File: config.mk
export PLATFORM = sky130hd
export DESIGN_NAME = intc_regfile
export DESIGN_NICKNAME = d
export VERILOG_FILES = /design/src/rtl/intc_rf_pkg.sv /design/src/rtl/intc_rf_decode.sv /design/src/rtl/intc_rf_status.sv /design/src/rtl/intc_rf_enable.sv /design/src/rtl/intc_regfile.sv
export SDC_FILE = /design/constraint.sdc
export NUM_CORES = 1
export LEC_CHECK = 0
export BUFFER_PORTS_ARGS = -buffer_cell sky130_fd_sc_hd__buf_4
export CAP_MARGIN = 15
export CELL_PAD_IN_SITES_DETAIL_PLACEMENT = 1
export CELL_PAD_IN_SITES_GLOBAL_PLACEMENT = 1
export CORE_ASPECT_RATIO = 0.5
export CORE_MARGIN = 2
export CORE_UTILIZATION = 30
export DETAILED_ROUTE_END_ITERATION = 7
export PLACE_DENSITY_LB_ADDON = 0.1
export SLEW_MARGIN = 30
export SYNTH_ARGS = -nofsm -noshare
export SYNTH_HDL_FRONTEND = slang
export SYNTH_SLANG_ARGS = --single-unit
File: constraint.sdc
create_clock -name clk -period 1 [get_ports clk]
set_input_delay 0.1 -clock clk [delete_from_list [all_inputs] [get_ports clk]]
set_output_delay 0.1 -clock clk [all_outputs]
set_load 0.01 [all_outputs]
File: src/rtl/intc_rf_pkg.sv
package intc_rf_pkg;

    localparam int unsigned REG_W  = 32;
    localparam int unsigned BE_W   = REG_W / 8;
    localparam int unsigned ADDR_W = 5;
    localparam int unsigned SLOT_N = 8;

    // word slot selected by address bits [4:2]
    typedef enum logic [2:0] {
        SLOT_STATUS = 3'd0,
        SLOT_PEND   = 3'd1,
        SLOT_EN     = 3'd2,
        SLOT_ACK    = 3'd3,
        SLOT_SETEN  = 3'd4,
        SLOT_CLREN  = 3'd5,
        SLOT_VEC    = 3'd6,
        SLOT_MASTER = 3'd7
    } slot_e;

    typedef struct packed {
        logic hw_en;
        logic mst_en;
    } master_t;

endpackage

File: src/rtl/intc_rf_decode.sv
module intc_rf_decode
    import intc_rf_pkg::*;
(
    input  logic                bus_req,
    input  logic                bus_we,
    input  logic [ADDR_W-1:0]   bus_addr,
    input  logic [BE_W-1:0]     bus_be,
    output logic [SLOT_N-1:0]   wr_sel,
    output slot_e               rd_slot,
    output logic                rd_ok,
    output logic                err
);

    logic good;

    always_comb begin
        good    = (&bus_be) && (bus_addr[1:0] == 2'b00);
        rd_slot = slot_e'(bus_addr[ADDR_W-1:2]);
        err     = bus_req && !good;
        rd_ok   = bus_req && !bus_we && good;
        wr_sel  = '0;
        if (bus_req && bus_we && good) begin
            wr_sel[bus_addr[ADDR_W-1:2]] = 1'b1;
        end
    end

endmodule

File: src/rtl/intc_rf_status.sv
module intc_rf_status
    import intc_rf_pkg::*;
#(
    parameter int unsigned NUM_IN = 8
) (
    input  logic              clk,
    input  logic              rst_n,
    input  logic              hw_en,
    input  logic              sts_we,
    input  logic              ack_we,
    input  logic [REG_W-1:0]  wdata,
    input  logic [NUM_IN-1:0] cap,
    output logic [NUM_IN-1:0] sts_o
);

    typedef struct packed {
        logic [NUM_IN-1:0] sts;
    } sts_state_t;

    sts_state_t st_d, st_q;

    always_comb begin
        st_d = st_q;
        if (ack_we) begin
            st_d.sts = st_d.sts & ~NUM_IN'(wdata);
        end
        if (!hw_en && sts_we) begin
            st_d.sts = st_d.sts | NUM_IN'(wdata);
        end
        if (hw_en) begin
            st_d.sts = st_d.sts | cap;
        end
    end

    always_ff @(posedge clk or negedge rst_n) begin
        if (!rst_n) begin
            st_q <= '0;
        end else begin
            st_q <= st_d;
        end
    end

    assign sts_o = st_q.sts;


    cap_wins_chk: assert property (@(posedge clk) disable iff (!rst_n)
        (hw_en && (|cap)) |=> ((sts_o & $past(cap)) == $past(cap)));


    hw_masked_chk: assert property (@(posedge clk) disable iff (!rst_n)
        (!hw_en && !sts_we && !ack_we) |=> $stable(sts_o));


    ack_clear_chk: assert property (@(posedge clk) disable iff (!rst_n)
        (ack_we && !hw_en) |=> ((sts_o & $past(NUM_IN'(wdata))) == '0));

endmodule

File: src/rtl/intc_rf_enable.sv
module intc_rf_enable
    import intc_rf_pkg::*;
#(
    parameter int unsigned NUM_IN = 8
) (
    input  logic              clk,
    input  logic              rst_n,
    input  logic              en_we,
    input  logic              set_we,
    input  logic              clr_we,
    input  logic [REG_W-1:0]  wdata,
    output logic [NUM_IN-1:0] en_o
);

    typedef struct packed {
        logic [NUM_IN-1:0] en;
    } en_state_t;

    en_state_t st_d, st_q;
    logic [NUM_IN-1:0] msk;

    always_comb begin
        msk  = NUM_IN'(wdata);
        st_d = st_q;
        if (en_we) begin
            st_d.en = msk;
        end
        if (set_we) begin
            st_d.en = st_d.en | msk;
        end
        if (clr_we) begin
            st_d.en = st_d.en & ~msk;
        end
    end

    always_ff @(posedge clk or negedge rst_n) begin
        if (!rst_n) begin
            st_q <= '0;
        end else begin
            st_q <= st_d;
        end
    end

    assign en_o = st_q.en;


    set_only_chk: assert property (@(posedge clk) disable iff (!rst_n)
        set_we |=> (((en_o & $past(msk)) == $past(msk)) &&
                    ((en_o & ~$past(msk)) == ($past(en_o) & ~$past(msk)))));


    clr_only_chk: assert property (@(posedge clk) disable iff (!rst_n)
        clr_we |=> (((en_o & $past(msk)) == '0) &&
                    ((en_o & ~$past(msk)) == ($past(en_o) & ~$past(msk)))));

endmodule

File: src/rtl/intc_regfile.sv
module intc_regfile
    import intc_rf_pkg::*;
#(
    parameter int unsigned NUM_IN = 8
) (
    input  logic              clk,
    input  logic              rst_n,
    input  logic              bus_req,
    input  logic              bus_we,
    input  logic [ADDR_W-1:0] bus_addr,
    input  logic [BE_W-1:0]   bus_be,
    input  logic [REG_W-1:0]  bus_wdata,
    output logic [REG_W-1:0]  bus_rdata,
    output logic              bus_err,
    input  logic [NUM_IN-1:0] cap_i,
    input  logic [REG_W-1:0]  vec_i,
    output logic [NUM_IN-1:0] pend_o,
    output logic              master_en_o
);

    typedef struct packed {
        master_t          mst;
        logic [REG_W-1:0] vec;
    } top_state_t;

    logic [SLOT_N-1:0] wr_sel;
    slot_e             rd_slot;
    logic              rd_ok;
    logic [NUM_IN-1:0] sts;
    logic [NUM_IN-1:0] en;
    logic [NUM_IN-1:0] pend;
    top_state_t        st_d, st_q;

    intc_rf_decode i_decode (
        .bus_req  (bus_req),
        .bus_we   (bus_we),
        .bus_addr (bus_addr),
        .bus_be   (bus_be),
        .wr_sel   (wr_sel),
        .rd_slot  (rd_slot),
        .rd_ok    (rd_ok),
        .err      (bus_err)
    );

    intc_rf_status #(.NUM_IN(NUM_IN)) i_status (
        .clk    (clk),
        .rst_n  (rst_n),
        .hw_en  (st_q.mst.hw_en),
        .sts_we (wr_sel[SLOT_STATUS]),
        .ack_we (wr_sel[SLOT_ACK]),
        .wdata  (bus_wdata),
        .cap    (cap_i),
        .sts_o  (sts)
    );

    intc_rf_enable #(.NUM_IN(NUM_IN)) i_enable (
        .clk    (clk),
        .rst_n  (rst_n),
        .en_we  (wr_sel[SLOT_EN]),
        .set_we (wr_sel[SLOT_SETEN]),
        .clr_we (wr_sel[SLOT_CLREN]),
        .wdata  (bus_wdata),
        .en_o   (en)
    );

    always_comb begin
        st_d         = st_q;
        st_d.vec     = vec_i;
        if (wr_sel[SLOT_MASTER]) begin
            st_d.mst.mst_en = bus_wdata[0];
            st_d.mst.hw_en  = st_q.mst.hw_en | bus_wdata[1];
        end
    end

    always_ff @(posedge clk or negedge rst_n) begin
        if (!rst_n) begin
            st_q.mst <= '0;
            st_q.vec <= '1;
        end else begin
            st_q <= st_d;
        end
    end

    always_comb begin
        pend      = sts & en;
        bus_rdata = '0;
        if (rd_ok) begin
            unique case (rd_slot)
                SLOT_STATUS: bus_rdata = REG_W'(sts);
                SLOT_PEND:   bus_rdata = REG_W'(pend);
                SLOT_EN:     bus_rdata = REG_W'(en);
                SLOT_VEC:    bus_rdata = st_q.vec;
                SLOT_MASTER: bus_rdata = REG_W'(st_q.mst);
                default:     bus_rdata = '0;
            endcase
        end
    end

    assign pend_o      = pend;
    assign master_en_o = st_q.mst.mst_en;


    hw_en_sticky_chk: assert property (@(posedge clk) disable iff (!rst_n)
        st_q.mst.hw_en |=> st_q.mst.hw_en);


    err_no_change_chk: assert property (@(posedge clk) disable iff (!rst_n)
        (bus_err && !st_q.mst.hw_en) |=> ($stable(sts) && $stable(en) && $stable(st_q.mst)));


    err_no_write_chk: assert property (@(posedge clk) disable iff (!rst_n)
        bus_err |=> ($stable(en) && $stable(st_q.mst)));


    mst_follow_chk: assert property (@(posedge clk) disable iff (!rst_n)
        wr_sel[SLOT_MASTER] |=> (master_en_o == $past(bus_wdata[0])));

endmodule

==> results.md <==
- DR DRC count: 0
- Hold_ws: between 0.06 and 0.07 ns
- Flop and latch count out of synthesis: 50
- Vias in the first global route: 2807
- Crit end category: output pin
- Wirelength, routed: about 11000 um
- Total power: about 4.9 mW
- Filler cells: 766
- Post-synthesis area per instance: roughly 11 um^2
- Hold Crit Endpoint: i_status.sts_o[6]$_DFF_PN0_
- Synth Cell Area: 2390 um^2
- Reg power frac: 0.463
- WP data required: 0.90 ns
- Register area share after synthesis: 0.540
- Crit path buffers/inverters: 1
- Layout area overhead: 101%
- PwrDens: 1020 nW/um^2
- Port Buffer Count: 102
- WHS Path Cells: 2
- Nets: ~490
- Setup violations, final: 58
- Flop-to-flop setup slack: -0.29 ns
- Clock Tree Buf Depth: 2
- Synth Instances: roughly 220
- Die height: 67.1 um
- RSZ-0062 raised after global routing: yes
- Combinational power share: 0.181
- Failing checks: setup timing
- Max-cap violation count: 0
- GRT Total Usage: 0.241
- Sw Pwr: around 1.3 mW
- Post-route minimum period: approximately 1.5 ns
- Max Clock Skew: 0.00263 ns
- Critical Path Slowest Stage Cell: dfrtp_1
- Core footprint: between 7000 and 8000 um^2
- Yosys top cell by area: dfstp_2
- Clock-pin slew on the worst setup and hold paths: roughly 0.07 ns
- Crit path max fanout: 3
- HPWL Detailed: slightly above 6000 um
- Vias per cell: slightly above 5
- Worst path max stage delay: 0.40 ns
- Fin crit share: 1.54
- Die ar.: just under 9000 um^2
- Area of the multi-input gates: roughly 1400 um^2
- Startpoint Class: register
- Worst-Skew Late Latency: 0.29 ns
- Clock network power share: 0.355
- Fmax: around 650 MHz
- Worst VDD drop: ~750 uV
- Switching share of total power: 0.260
- Remaining antenna violation count: 0
- Final Worst Setup Slack: -0.541 ns
- Rows: 22
- Gp weighted congestion: 0.811
- Syn Nets: ~300
- Setup TNS Final: -17.07 ns
- Worst Hold Launch: cap_i[6]
- Starting density of the core: 0.318
- Worst r2r path cells: 4
- Largest net degree at the start of global routing: 20
- # diodes: 0
- Clk Tree Root Cell: clkbuf_16
- Arr. time, crit path: roughly 1.4 ns
- Area fraction of the dominant cell type after synthesis: 0.352
- CTS H-tree depth: 2
- Yosys cell types: 40
- P_int: about 3.6 mW
- First drt pass iteration count: 4
- Clock tree from TritonCTS: built
- Top delay family on crit path: compound AO/OA/AOI/OAI gates
- WL per Instance: just over 20 um
- Crit-path cells: o21a_1 > a222oi_1 > nor2_2 > buf_4
- Hold WC Path Type: in2reg
- Initial drt markers: 84
- Slew HR: 0.749
- Worst R2R End: i_status.sts_o[6]$_DFF_PN0_
- Antenna violations before repair: 0
- Die Wd: between 100 and 150 um
- Io pins: approximately 130
- Total grt overflow: 0
- Layout cell share with drive strength beyond 1: 0.699
- Storage element area: ~1300 um^2
- Ranking of synthesized cells by area: dfstp_2 (35%), dfrtp_1 (19%), and2_1 (10%), a221o_1 (3.4%), a41o_1 (2.9%)
- Final hold vios: 0
- Slew @ Worst Pin: around 0.38 ns
- R2r startpoint: st_q[33]$_DFFE_PN0P_
- TritonCTS buffer count: 5
- Clock Sinks: 50
- Pins Over Slew Limit: 0
- Prevailing post-synth register cell: dfstp_2
- Ys async rst share: 1.00
- Yosys warns: 0
- Status: finished, violations left
- First-pass GRT wire length: approximately 15000 um
- Pleak: about 2.1 nW
- Post-synth EDFFs: 0
- Type of the worst setup path: reg2out
- Vias: approximately 2600
layout by cell type, fill, tap and decap left out, types with 6 or more instances in the layout:
cell type / count
a21oi_2: 7
a221o_1: 8
a41o_1: 7
and2_1: 8
and2_4: 32
buf_12: 6
buf_4: 100
buf_6: 50
dfrtp_1: 17
dfstp_2: 32
dlygate4sd3_1: 33
nand2_1: 6
nand2_2: 10
nor2_1: 12
nor4_4: 9
flip-flops by register name (all words and copies together), names as in the netlist:
name	count
i_enable.en_o	8
i_status.sts_o	8
master_en_o	1
st_q	33
final cells by class:
class                   count  share of cell area
repair buffers            190               0.371
multi-input cells         159               0.300
flip-flops and latches     50               0.270
well taps                 108              0.0282
clock buffers               5              0.0261
clock inverters             3             0.00417
inverters                   2             0.00157
how the worst max path moves through the flow:
| stage | startpoint | to | slack [ns] | depth (start not counted) |
|---|---|---|---|---|
| 3_3_place_gp | bus_addr[1] | i_status.sts_o[7]$_DFF_PN0_ | -0.59 | 6 |
| 6_report | i_enable.en_o[1]$_DFF_PN0_ | bus_rdata[1] | -0.54 | 4 |
| 2_1_floorplan | bus_addr[1] | i_status.sts_o[0]$_DFF_PN0_ | -0.42 | 5 |
| 3_5_place_dp | bus_addr[1] | i_enable.en_o[1]$_DFF_PN0_ | -0.66 | 6 |
| 5_1_grt | i_enable.en_o[1]$_DFF_PN0_ | bus_rdata[1] | -0.63 | 4 |
| 4_1_cts | st_q[33]$_DFFE_PN0P_ | bus_rdata[1] | -0.53 | 4 |
power by group through the flow:
stage,combinational [mW],clock (mW),sequential (mW)
finish,0.892,1.75,2.28
global route,0.945,1.88,2.29
CTS,0.853,1.78,2.27
detailed placement,0.648,0,2.29
global placement,0.626,0,2.29
floorplan,0.209,0,2.27
routing by layer:
layer | wire, um | part of all wire | vias up | GRT usage
li1 | - | - | 1193 | -
met1 | 4380 | 0.41 | 1314 | 0.295
met2 | 5370 | 0.51 | 89 | 0.437
met3 | 571 | 0.054 | 18 | 0.0514
met4 | 240 | 0.023 | 0 | 0.0672
met5 | 0 | 0 | - | 0
cell usage after synthesis, types with 4 or more instances:
cell	count
a221o_1	8
nor2_1	15
nor4_1	7
a21oi_1	8
nor2b_1	4
a41oi_1	7
nor3_1	9
mux2_2	6
nand2_1	17
clkbuf_1	7
dfrtp_1	18
a41o_1	7
dfstp_2	32
and2_1	40
o211ai_1	5
worst register-to-register path, stage by stage (launching register included):
cell     delay [ns]
dfrtp_2        0.41
buf_4          0.16
nor4_4         0.31
buf_4          0.20
a221o_1        0.14
through the flow:
stage / instance area [um^2] / util / worst slack, ns / cells
floorplan: 2450 / - / -0.421 / 219
global placement: 3700 / 0.493 / -0.587 / 464
detailed placement: 3700 / 0.493 / -0.658 / 464
CTS: 4660 / 0.620 / -0.532 / 516
global route: 4800 / 0.638 / -0.634 / 517
finish: 4800 / 0.638 / -0.541 / 517
kinds of logic (layout without fill, tap and decap cells):
group                  after synthesis  after routing  share of synthesized area
and+or+nand+nor                    101            104                      0.240
AOI/OAI and AO/OA                   48             48                      0.165
muxes                                7              7                     0.0325
DFF                                 50             50                      0.540
buffers and inverters               13            200                     0.0215
repair_timing:
| action | in CTS | in global routing |
|---|---|---|
| pin swaps | 44 | 21 |
| buffers inserted | 9 | 2 |
| hold buffers | 33 | 0 |
| gates cloned | 3 | 0 |
| endpoints found under the hold margin | 59 | 0 |
| endpoints found under the setup margin | 59 | 59 |
| resized for setup | 100 | 35 |
Note: power is estimated with default switching activity, not from simulation.
